### config.mk
export PLATFORM = sky130hd
export DESIGN_NAME = irq_status_ctrl
export DESIGN_NICKNAME = d
export VERILOG_FILES = /design/src/rtl/irq_pkg.sv /design/src/rtl/irq_addr_dec.sv /design/src/rtl/irq_src_cell.sv /design/src/rtl/irq_rd_mux.sv /design/src/rtl/irq_status_ctrl.sv
export SDC_FILE = /design/constraint.sdc
export NUM_CORES = 1
export LEC_CHECK = 0
export BUFFER_PORTS_ARGS = -buffer_cell sky130_fd_sc_hd__clkbuf_2
export CAP_MARGIN = 15
export CORE_MARGIN = 2
export CORE_UTILIZATION = 25
export CTS_BUF_LIST = sky130_fd_sc_hd__clkbuf_4 sky130_fd_sc_hd__clkbuf_8 sky130_fd_sc_hd__clkbuf_16
export CTS_CLUSTER_SIZE = 14
export DETAILED_ROUTE_END_ITERATION = 8
export PLACE_DENSITY = 0.84
export SLEW_MARGIN = 20
export SYNTH_ARGS = -nofsm -noshare
export SYNTH_HDL_FRONTEND = slang
export SYNTH_SLANG_ARGS = --single-unit
### constraint.sdc
create_clock -name clk_i -period 0.87 [get_ports clk_i]
set_clock_uncertainty 0.15 [all_clocks]
set_input_delay 0.087 -clock clk_i [delete_from_list [all_inputs] [get_ports clk_i]]
set_output_delay 0.087 -clock clk_i [all_outputs]
set_load 0.05 [all_outputs]
### src/rtl/irq_pkg.sv
package irq_pkg;
  localparam int unsigned N_SRC    = 2;
  localparam int unsigned FRAME_B  = 0;
  localparam int unsigned WORD_B   = 1;
  localparam int unsigned OFF_RAW  = 'h20;
  localparam int unsigned OFF_MSK  = 'h24;
  localparam int unsigned OFF_ENS  = 'h28;
  localparam int unsigned OFF_ENC  = 'h2C;

  typedef struct packed {
    logic raw_wr;
    logic msk_wr;
    logic ens_wr;
    logic enc_wr;
  } wsel_t;

  typedef enum logic [2:0] {
    RD_NONE,
    RD_RAW,
    RD_MSK,
    RD_EN
  } rsel_e;
endpackage

### src/rtl/irq_addr_dec.sv
module irq_addr_dec
  import irq_pkg::*;
#(
  parameter int unsigned ADDR_W = 8
) (
  input  logic [ADDR_W-1:0] addr_i,
  input  logic              wr_en_i,
  output wsel_t             wsel_o,
  output rsel_e             rsel_o
);
  logic hit_raw, hit_msk, hit_ens, hit_enc;

  assign hit_raw = (addr_i == ADDR_W'(OFF_RAW));
  assign hit_msk = (addr_i == ADDR_W'(OFF_MSK));
  assign hit_ens = (addr_i == ADDR_W'(OFF_ENS));
  assign hit_enc = (addr_i == ADDR_W'(OFF_ENC));

  assign wsel_o.raw_wr = wr_en_i & hit_raw;
  assign wsel_o.msk_wr = wr_en_i & hit_msk;
  assign wsel_o.ens_wr = wr_en_i & hit_ens;
  assign wsel_o.enc_wr = wr_en_i & hit_enc;

  always_comb begin
    rsel_o = RD_NONE;
    if (hit_raw)                rsel_o = RD_RAW;
    else if (hit_msk)           rsel_o = RD_MSK;
    else if (hit_ens | hit_enc) rsel_o = RD_EN;
  end
endmodule

### src/rtl/irq_src_cell.sv
module irq_src_cell (
  input  logic clk_i,
  input  logic rst_ni,
  input  logic event_i,
  input  logic set_raw_i,
  input  logic clr_raw_i,
  input  logic set_en_i,
  input  logic clr_en_i,
  output logic raw_o,
  output logic en_o
);
  always_ff @(posedge clk_i or negedge rst_ni) begin
    if (!rst_ni) begin
      raw_o <= 1'b0;
    end else if (event_i | set_raw_i) begin
      raw_o <= 1'b1;  // event beats a same-cycle clear
    end else if (clr_raw_i) begin
      raw_o <= 1'b0;
    end
  end

  always_ff @(posedge clk_i or negedge rst_ni) begin
    if (!rst_ni)       en_o <= 1'b0;
    else if (set_en_i) en_o <= 1'b1;
    else if (clr_en_i) en_o <= 1'b0;
  end
endmodule

### src/rtl/irq_rd_mux.sv
module irq_rd_mux
  import irq_pkg::*;
#(
  parameter int unsigned DATA_W = 32
) (
  input  rsel_e            rsel_i,
  input  logic [N_SRC-1:0] raw_i,
  input  logic [N_SRC-1:0] en_i,
  output logic [DATA_W-1:0] rdata_o
);
  always_comb begin
    rdata_o = '0;
    unique case (rsel_i)
      RD_RAW:  rdata_o[N_SRC-1:0] = raw_i;
      RD_MSK:  rdata_o[N_SRC-1:0] = raw_i & en_i;
      RD_EN:   rdata_o[N_SRC-1:0] = en_i;
      default: rdata_o = '0;
    endcase
  end
endmodule

### src/rtl/irq_status_ctrl.sv
module irq_status_ctrl
  import irq_pkg::*;
#(
  parameter int unsigned ADDR_W = 8,
  parameter int unsigned DATA_W = 32
) (
  input  logic              clk_i,
  input  logic              rst_ni,
  input  logic [ADDR_W-1:0] addr_i,
  input  logic              wr_en_i,
  input  logic [DATA_W-1:0] wdata_i,
  output logic [DATA_W-1:0] rdata_o,
  input  logic              word_done_i,
  input  logic              frame_done_i,
  output logic              irq_o
);
  wsel_t            wsel;
  rsel_e            rsel;
  logic [N_SRC-1:0] ev;
  logic [N_SRC-1:0] raw_q;
  logic [N_SRC-1:0] en_q;
  logic             unused_wdata;

  assign unused_wdata = ^wdata_i[DATA_W-1:N_SRC];

  always_comb begin
    ev          = '0;
    ev[WORD_B]  = word_done_i;
    ev[FRAME_B] = frame_done_i;
  end

  irq_addr_dec #(.ADDR_W(ADDR_W)) u_dec (
    .addr_i (addr_i),
    .wr_en_i(wr_en_i),
    .wsel_o (wsel),
    .rsel_o (rsel)
  );

  for (genvar i = 0; i < N_SRC; i++) begin : g_src
    irq_src_cell u_cell (
      .clk_i    (clk_i),
      .rst_ni   (rst_ni),
      .event_i  (ev[i]),
      .set_raw_i(wsel.raw_wr & wdata_i[i]),
      .clr_raw_i(wsel.msk_wr & wdata_i[i]),
      .set_en_i (wsel.ens_wr & wdata_i[i]),
      .clr_en_i (wsel.enc_wr & wdata_i[i]),
      .raw_o    (raw_q[i]),
      .en_o     (en_q[i])
    );
  end

  irq_rd_mux #(.DATA_W(DATA_W)) u_rd (
    .rsel_i (rsel),
    .raw_i  (raw_q),
    .en_i   (en_q),
    .rdata_o(rdata_o)
  );

  assign irq_o = |(raw_q & en_q);
endmodule

### Word level (Yosys, flattened, before mapping)

Cells that the tools add are included.

| operators by class | value |
|---|---|
| equality and inequality tests | 7 |
| reduce and logical (&&, ||, !) cells | 5 |
| bitwise operators | 16 |
| multiplexer cells | 12 |

Operators with widths:

| operator | count |
|---|---|
| $eq 8x6->1 const B | 4 |
| $and 1x1->1 | 12 |
| $mux 1 | 8 |
| $reduce_bool 2->1 | 4 |
| $eq 3x2->1 const B | 2 |
| $mux 3 | 2 |
| $pmux 2 s3 | 1 |
| $eq 3x1->1 const B | 1 |
| $or 1x1->1 | 3 |
| $and 2x2->2 | 1 |
| $mux 2 | 1 |
| $reduce_or 2->1 | 1 |

| storage, ports and cells | value |
|---|---|
| logic and storage cells | 44 |
| output and inout bits | 33 |
| bits of input ports | 45 |
| bits in registers | 4 |

### Longest topological paths before layout

Gate-level depths: netlist of run 1.

| depth | value |
|---|---|
| depth in word-level cells | 7 |
| depth in mapped cells | 3 |
| gate-level depth less buffers | 3 |

### By module

From an unflattened synthesis of run 1, not the netlist that was laid out.

| second synthesis, totals | value |
|---|---|
| cell total of the unflattened synthesis | 75 |
| area total of the unflattened synthesis | 584.3 um^2 |

By module, submodules not included:

| module | area each (um^2) | cells an instance | instances |
|---|---|---|---|
| irq_rd_mux | 277.8 | 38 | 1 |
| irq_src_cell | 73.8 | 7 | 2 |
| irq_addr_dec | 100.1 | 14 | 1 |
| irq_status_ctrl | 58.8 | 9 | 1 |

### Worst setup path after synthesis of run 1

Ideal clock, no wire load.

| path | value |
|---|---|
| kind | input to output |
| start | in addr_i[4] |
| end | out rdata_o[0] |
| setup slack | -0.605 ns |
| stages on the path | 3 |
| arrival | 1.238 ns |
| path through | nor4b_4 -> nand2_1 -> nor2_1 |

| between the ends | value |
|---|---|
| longest elaborated chain between the ends | 7 |
| elaborated cells between the ends (all ways) | 12 |
| classes of those cells | 7 x eq/ne; 4 x mux; 1 x bitwise |

RTL lines:

| item | line | RTL |
|---|---|---|
| start: declaration | irq_status_ctrl.sv:9 | `input logic [ADDR_W-1:0] addr_i,` |
| $eq 8x6->1 (on tied branches) | irq_addr_dec.sv:15, irq_addr_dec.sv:16 |  |
| $or 1x1->1 | irq_addr_dec.sv:27 | `else if (hit_ens \| hit_enc) rsel_o = RD_EN;` |
| $mux 2 | irq_addr_dec.sv:27 |  |
| $mux 3 | irq_addr_dec.sv:26 | `else if (hit_msk) rsel_o = RD_MSK;` |
| $mux 3 * | irq_addr_dec.sv:25 | `if (hit_raw) rsel_o = RD_RAW;` |
| $eq 3x2->1 or $eq 3x1->1 (tied branches) | irq_rd_mux.sv:13 | `unique case (rsel_i)` |
| $pmux 2 s3 * | irq_rd_mux.sv:13 |  |
| end: declaration | irq_status_ctrl.sv:12 | `output logic [DATA_W-1:0] rdata_o,` |

Every way passes the cells marked *; elsewhere a longest branch is shown, timed or not.

### Worst setup path after layout of run 1

| path | value |
|---|---|
| start | reg g_src[1].u_cell.raw_o |
| end | out rdata_o[1] |

| between the ends | value |
|---|---|
| longest elaborated chain between the ends | 2 |

RTL lines:

| item | line | RTL |
|---|---|---|
| start: declaration | irq_src_cell.sv:9 | `output logic raw_o,` |
| start signal: assignment | irq_src_cell.sv:14 | `raw_o <= 1'b0;` |
| start signal: assignment | irq_src_cell.sv:16 | `raw_o <= 1'b1;` |
| start signal: assignment | irq_src_cell.sv:18 | `raw_o <= 1'b0;` |
| $and 2x2->2 | irq_rd_mux.sv:15 | `RD_MSK: rdata_o[N_SRC-1:0] = raw_i & en_i;` |
| $pmux 2 s3 * | irq_rd_mux.sv:13 |  |

Marked as above.

==> metrics.yaml, run 1 <==
finish:
  area_delta_synth_final_pct: 33.3
  multi_input_area_um2: 314
  drive_above_1_share: 0.412
  fin_nets: 132
  ff_latch_area_um2: 100
  n_antenna_cell: 0
  n_fill_cell: 201
  finalNonFillerCells: 112
  final_util: 0.346
setup_path:
  path_max_fanout: 3
  worstPathCellList: "o22ai_2 > nor2_4 > buf_8"
  crit_family: "flip-flops"
  critPathArrivalTime_ns: 1.07
  r2r-start: "g_src[1].u_cell.raw_o"
  cp_slowest_stage_delay_ns: 0.41
  worstSetupStartpointType: "register"
  cp.required_ns: 0.63
  crit_path_end_kind: "output port"
  crit_buf_inv: 1
  critPathKind: "register to output port"
  startpoint: "g_src[1].u_cell.raw_o"
  critPathSlowestCell: "dfrtp_1"
logic_synthesis:
  syn_inst: 58
  syn_area_um2: 499
  ys.flop_type: "dfrtp_1"
  synth_cell_types: 18
  synth-edff-count: 0
  synthMostInstantiatedCell: "buf_4"
  async_flop_share: 1.00
  syn_area_per_cell_um2: 8.61
  synthTopCellsByCount: "buf_4 (30), dfrtp_1 (4), nor2_1 (3)"
  yosysWarnings: 0
  synth_top_area_cell: "buf_4"
  yosysTopAreaCellShare: 0.451
  yosys_register_bits: 4
  synth_area_leaders: "buf_4 (45%), dfrtp_1 (20%), nor4b_4 (4.8%), mux2i_1 (4.0%), nand4b_1 (3.5%)"
  synth_seq_area_share: 0.201
clock_network:
  cts_buffer_depth: 2
  cts_sinks: 4
  hold_buffers: 1
  path_clk_slew_ns: 0.04
  h-tree-depth: 1
  cts_tree: "built"
  numCtsBuffers: 3
  clk_latency_ns: 0.23
  cts-root-buf: "clkbuf_4"
power_and_ir_drop:
  power_density_mw_per_mm2: 1230
  p_leak_uw: 0.000360
  irDropWorstVdd_mv: 0.459
drt:
  wire_per_inst_um: 8.87
  post-route-drc-count: 0
  wl_um: 993
  drtPass1Iterations: 3
  via_per_inst: 3.62
  drtAntennaViolNets: 0
  vias: 405
  drt_iter0_drc: 4
sta:
  slew_viol_final: 0
  fin_crit_sh: 1.50
  setup_viol: 7
  hold_slack_ns: -0.0707
  hold_viol: 2
  fin_ws_ns: -0.438
  rsz0062_at_grt: "true"
  finalCriticalPeriod_ns: 1.31
  max_freq_ghz: 0.764
worst_hold_path:
  min_path_type: "input port to register"
  min_from: "word_done_i"
floorplan:
  core_area_mm2: 0.00192
  start_util: 0.260
  fp.dieH_um: 48.7
  die-area_mm2: 0.00237
  placementRows: 16
  dieWidth_um: 48.7
  io-pin-count: 78
run:
  maxCapViolations: 0
global_routing:
  grt_pass1_wl_mm: 1.52
  antenna_found_initial: 0
  grt_usage: 0.0878
  grt_max_degree: 6
  overflow: 0
  grt_util_met3: 0.0216
  met1_usage: 0.0821
  busiest_layer: "met2"
  first_global_vias: 363
  use_met2: 0.167
placed_design:
  gp_congestion: 0.805
  hpwl_um: 746
  io_buffer_count: 17
  place_inst: 107
status:
  violations: "hold timing, setup timing"
  status: "finished, violations left"
-- repair_timing --
| action | 4_1_cts | 5_1_grt |
|---|---|---|
| resized for setup | 9 | 5 |
| setup buffers | 1 | 0 |
| pin swaps | 5 | 5 |
| hold endpoints to repair | 6 | 1 |
| endpoints found under the setup margin | 7 | 7 |
-- area by class of cell --
cell class              instances  area share
multi-input cells              51       0.472
repair buffers                 25       0.282
flip-flops and latches          4       0.150
well taps                      27      0.0508
clock buffers                   3      0.0338
inverters                       2      0.0113
-- registers in the layout (all words and copies together) (netlist names) --
| register | cells |
|---|---|
| g_src.u_cell.en_o | 2 |
| g_src.u_cell.raw_o | 2 |
-- routing by layer --
metal,vias to the layer above,wire (µm)
met5,-,0
met4,0,0
met3,0,91
met2,25,572
met1,187,329
li1,193,-
-- kinds of logic (layout without fill, tap and decap cells) --
logic type             Yosys count  in the layout  synth area share
flip-flops                       4              4             0.201
buffers and inverters           32             30             0.466
AND/OR/NAND/NOR                 13             13             0.188
other                            1             30           0.00751
AO/OA/AOI/OAI                    6              6            0.0978
multiplexers                     2              2            0.0401
-- power breakdown --
part / leakage [µW] / internal [µW] / switching, µW
registers: 0.0000356 / 192 / 5.35
logic: 0.000311 / 67.0 / 335
clock network: 0.0000138 / 154 / 65.2
total: 0.000360 / 412 / 406
-- cell usage in the layout, fill, tap and decap left out, types with 2 or more instances in the layout --
cell       n
and2_1     2
buf_4      6
buf_6      2
buf_8      3
clkbuf_2  13
clkbuf_4   3
conb_1    30
dfrtp_1    4
inv_1      2
mux2i_1    2
nand4_1    2
nand4b_1   2
nor2_4     2
o22ai_2    2
-- path summary, 6_finish.rpt --
kind	cells after the start	endpoint	slack, ns
worst min register to register	1	g_src[0].u_cell.raw_o	0.42
max in group asynchronous	2	g_src[0].u_cell.raw_o	0.38
min in group asynchronous	2	g_src[1].u_cell.raw_o	0.07
worst max-delay path	3	rdata_o[1]	-0.44
worst max register to register	1	g_src[1].u_cell.raw_o	-0.16
worst min-delay path	2	g_src[1].u_cell.raw_o	-0.07
-- per-stage QoR --
stage,TNS (ns),worst slack (ns),power (µW),hold WS (ns),cell area (µm²)
after detailed placement,-2.47,-0.399,582,-0.255,573
after global placement,-2.41,-0.382,578,-0.257,573
after CTS,-1.98,-0.460,819,-0.0747,656
after floorplan,-1.38,-0.289,620,-0.359,634
final,-1.94,-0.438,818,-0.0707,666
after global routing,-2.28,-0.474,852,-0.0615,666
No activity file was read; power rests on OpenSTA's default activity.
==> inputs of run 2 (changes only) <==
--- a/config.mk
+++ b/config.mk
@@ -6,13 +6,13 @@
 export NUM_CORES = 1
 export LEC_CHECK = 0
 export BUFFER_PORTS_ARGS = -buffer_cell sky130_fd_sc_hd__clkbuf_2
-export CAP_MARGIN = 15
 export CORE_MARGIN = 2
 export CORE_UTILIZATION = 25
 export CTS_BUF_LIST = sky130_fd_sc_hd__clkbuf_4 sky130_fd_sc_hd__clkbuf_8 sky130_fd_sc_hd__clkbuf_16
 export CTS_CLUSTER_SIZE = 14
 export DETAILED_ROUTE_END_ITERATION = 8
 export PLACE_DENSITY = 0.84
+export RECOVER_POWER = 25
 export SLEW_MARGIN = 20
 export SYNTH_ARGS = -nofsm -noshare
 export SYNTH_HDL_FRONTEND = slang
==> run 2 against run 1 <==
Effect of this change: the run still ends with hold timing, setup timing left; hold slack unchanged; design area is 0.19% lower; final cell count is the same; critical endpoint unchanged.
==> metrics.yaml, run 2 (same netlist as run 1, synthesis figures left out) <==
status:
  status: "finished, violations left"
  violations: "hold timing, setup timing"
drt:
  wire_per_inst_um: 8.88  # +0.10%
  drtPass1Iterations: 3  # unchanged
  via_per_inst: 3.62  # unchanged
  dr_wl_met2_um: 572  # unchanged
  post-route-drc-count: 0  # unchanged
  vias: 405  # unchanged
  wl_um: 994  # +0.10%
  highest_layer: "met3"
  drtAntennaViolNets: 0  # unchanged
  wl_met3_um: 91  # unchanged
  wl_met1_um: 329  # unchanged
  drt_iter0_drc: 4  # unchanged
finish:
  fin_nets: 132  # unchanged
  top_regs: "g_src.u_cell.en_o: 2 flops, g_src.u_cell.raw_o: 2 flops"
  final_common_cell: "conb_1"
  area_delta_synth_final_pct: 33.1
  n_fill_cell: 202  # +0.50%
  final_cell_mix: "conb_1 (30), clkbuf_2 (12), buf_4 (6)"
  multi_input_area_um2: 314  # unchanged
  drive_above_1_share: 0.400  # -0.0118
  n_antenna_cell: 0  # unchanged
  ff_latch_area_um2: 100  # unchanged
sta:
  hold_viol: 2  # unchanged
  slew_viol_final: 0  # unchanged
  hold_slack_ns: -0.0707  # unchanged
  fin_crit_sh: 1.50  # unchanged
  final.setup.tns_ns: -1.94  # unchanged
  max_freq_ghz: 0.764  # unchanged
  finalCriticalPeriod_ns: 1.31  # unchanged
  fin_ws_ns: -0.438  # unchanged
  setup_viol: 7  # unchanged
  rsz0062_at_grt: "true"
setup_path:
  critPathKind: "register to output port"
  cp_slowest_stage_delay_ns: 0.41  # about the same
  path_max_fanout: 3  # unchanged
  worstSetupStartpointType: "register"
  cp.required_ns: 0.63  # about the same
  rr_worst_depth: 1  # unchanged
  critPathSlowestCell: "dfrtp_1"
  worstPathCellList: "o22ai_2 > nor2_4 > buf_8"
  critPathArrivalTime_ns: 1.07  # about the same
  crit_path_end_kind: "output port"
floorplan:
  placementRows: 16  # unchanged
  start_util: 0.260  # unchanged
  core_area_mm2: 0.00192  # unchanged
  io-pin-count: 78  # unchanged
  die-area_mm2: 0.00237  # unchanged
  dieWidth_um: 48.7  # unchanged
  fp.dieH_um: 48.7  # unchanged
clock_network:
  hold_buffers: 1  # unchanged
  cts-root-buf: "clkbuf_4"
  clk_latency_ns: 0.23  # about the same
  numCtsBuffers: 3  # unchanged
  cts_tree: "built"
  cts_sinks: 4  # unchanged
  cts_buffer_depth: 2  # unchanged
  h-tree-depth: 1  # unchanged
  path_clk_slew_ns: 0.04  # about the same
run:
  maxCapViolations: 0  # unchanged
power_and_ir_drop:
  p_leak_uw: 0.000357  # -0.83%
  irDropWorstVdd_mv: 0.458  # -0.23%
  power_uw: 818  # about the same
  power_density_mw_per_mm2: 1230  # +0.11%
placed_design:
  hpwl_um: 746  # unchanged
  io_buffer_count: 17  # unchanged
  dp_slack_ns: -0.399  # unchanged
  gp_congestion: 0.805  # unchanged
global_routing:
  grt_usage: 0.0878  # unchanged
  overflow: 0  # unchanged
  grt_max_degree: 6  # unchanged
  grt_pass1_wl_mm: 1.52  # unchanged
  first_global_vias: 363  # unchanged
  antenna_found_initial: 0  # unchanged
worst_hold_path:
  min_path_cells: 2  # unchanged
  min_path_type: "input port to register"
==> run 2: final cells by class <==
class,count,area share
Multi-Input combinational cell,51,0.473
Timing Repair Buffer,25,0.281
Sequential cell,4,0.151
Tap cell,27,0.0508
Clock buffer,3,0.0339
Inverter,2,0.0113
==> run 2: per-stage QoR <==
stage | area, µm² | std cells | util
after global routing | 664 | 112 | 0.346
after global placement | 573 | 107 | 0.298
after detailed placement | 573 | 107 | 0.298
after CTS | 656 | 112 | 0.341
final | 664 | 112 | 0.346
after floorplan | 634 | 87 | -
==> run 2: critical path, delay by kind of cell (launching register included) <==
| kind | cells | cell delay [ns] |
|---|---|---|
| buf+inv | 1 | 0.14 |
| simple gates | 1 | 0.05 |
| flops | 1 | 0.41 |
| compound gates | 1 | 0.23 |
==> run 2: worst paths after layout <==
kind / slack (ns) / to / start
hold / removal: -0.07 / g_src[1].u_cell.raw_o / word_done_i
max in group asynchronous: 0.31 / g_src[0].u_cell.raw_o / rst_ni
setup reg to reg: -0.16 / g_src[1].u_cell.raw_o / g_src[1].u_cell.raw_o
min in group asynchronous: 0.08 / g_src[1].u_cell.raw_o / rst_ni
hold reg to reg: 0.42 / g_src[0].u_cell.raw_o / g_src[0].u_cell.raw_o
setup / recovery: -0.44 / rdata_o[1] / g_src[1].u_cell.raw_o
==> run 2: power by group <==
| group | switching [µW] | internal (µW) |
|---|---|---|
| Sequential | 5.35 | 192 |
| Combinational | 335 | 66.4 |
| Clock | 65.2 | 154 |
==> run 2: repair_timing <==
item,CTS,global route
endpoints found under the setup margin,7,7
endpoints found under the hold margin,6,1
gates resized for setup,9,5
buffers inserted,1,0
pin swaps,5,5
==> run 2: per-layer routing <==
metal | global-route usage | vias up
met5 | 0 | -
met2 | 0.167 | 25
met4 | 0.0571 | 0
li1 | - | 193
met1 | 0.0821 | 187
met3 | 0.0216 | 0
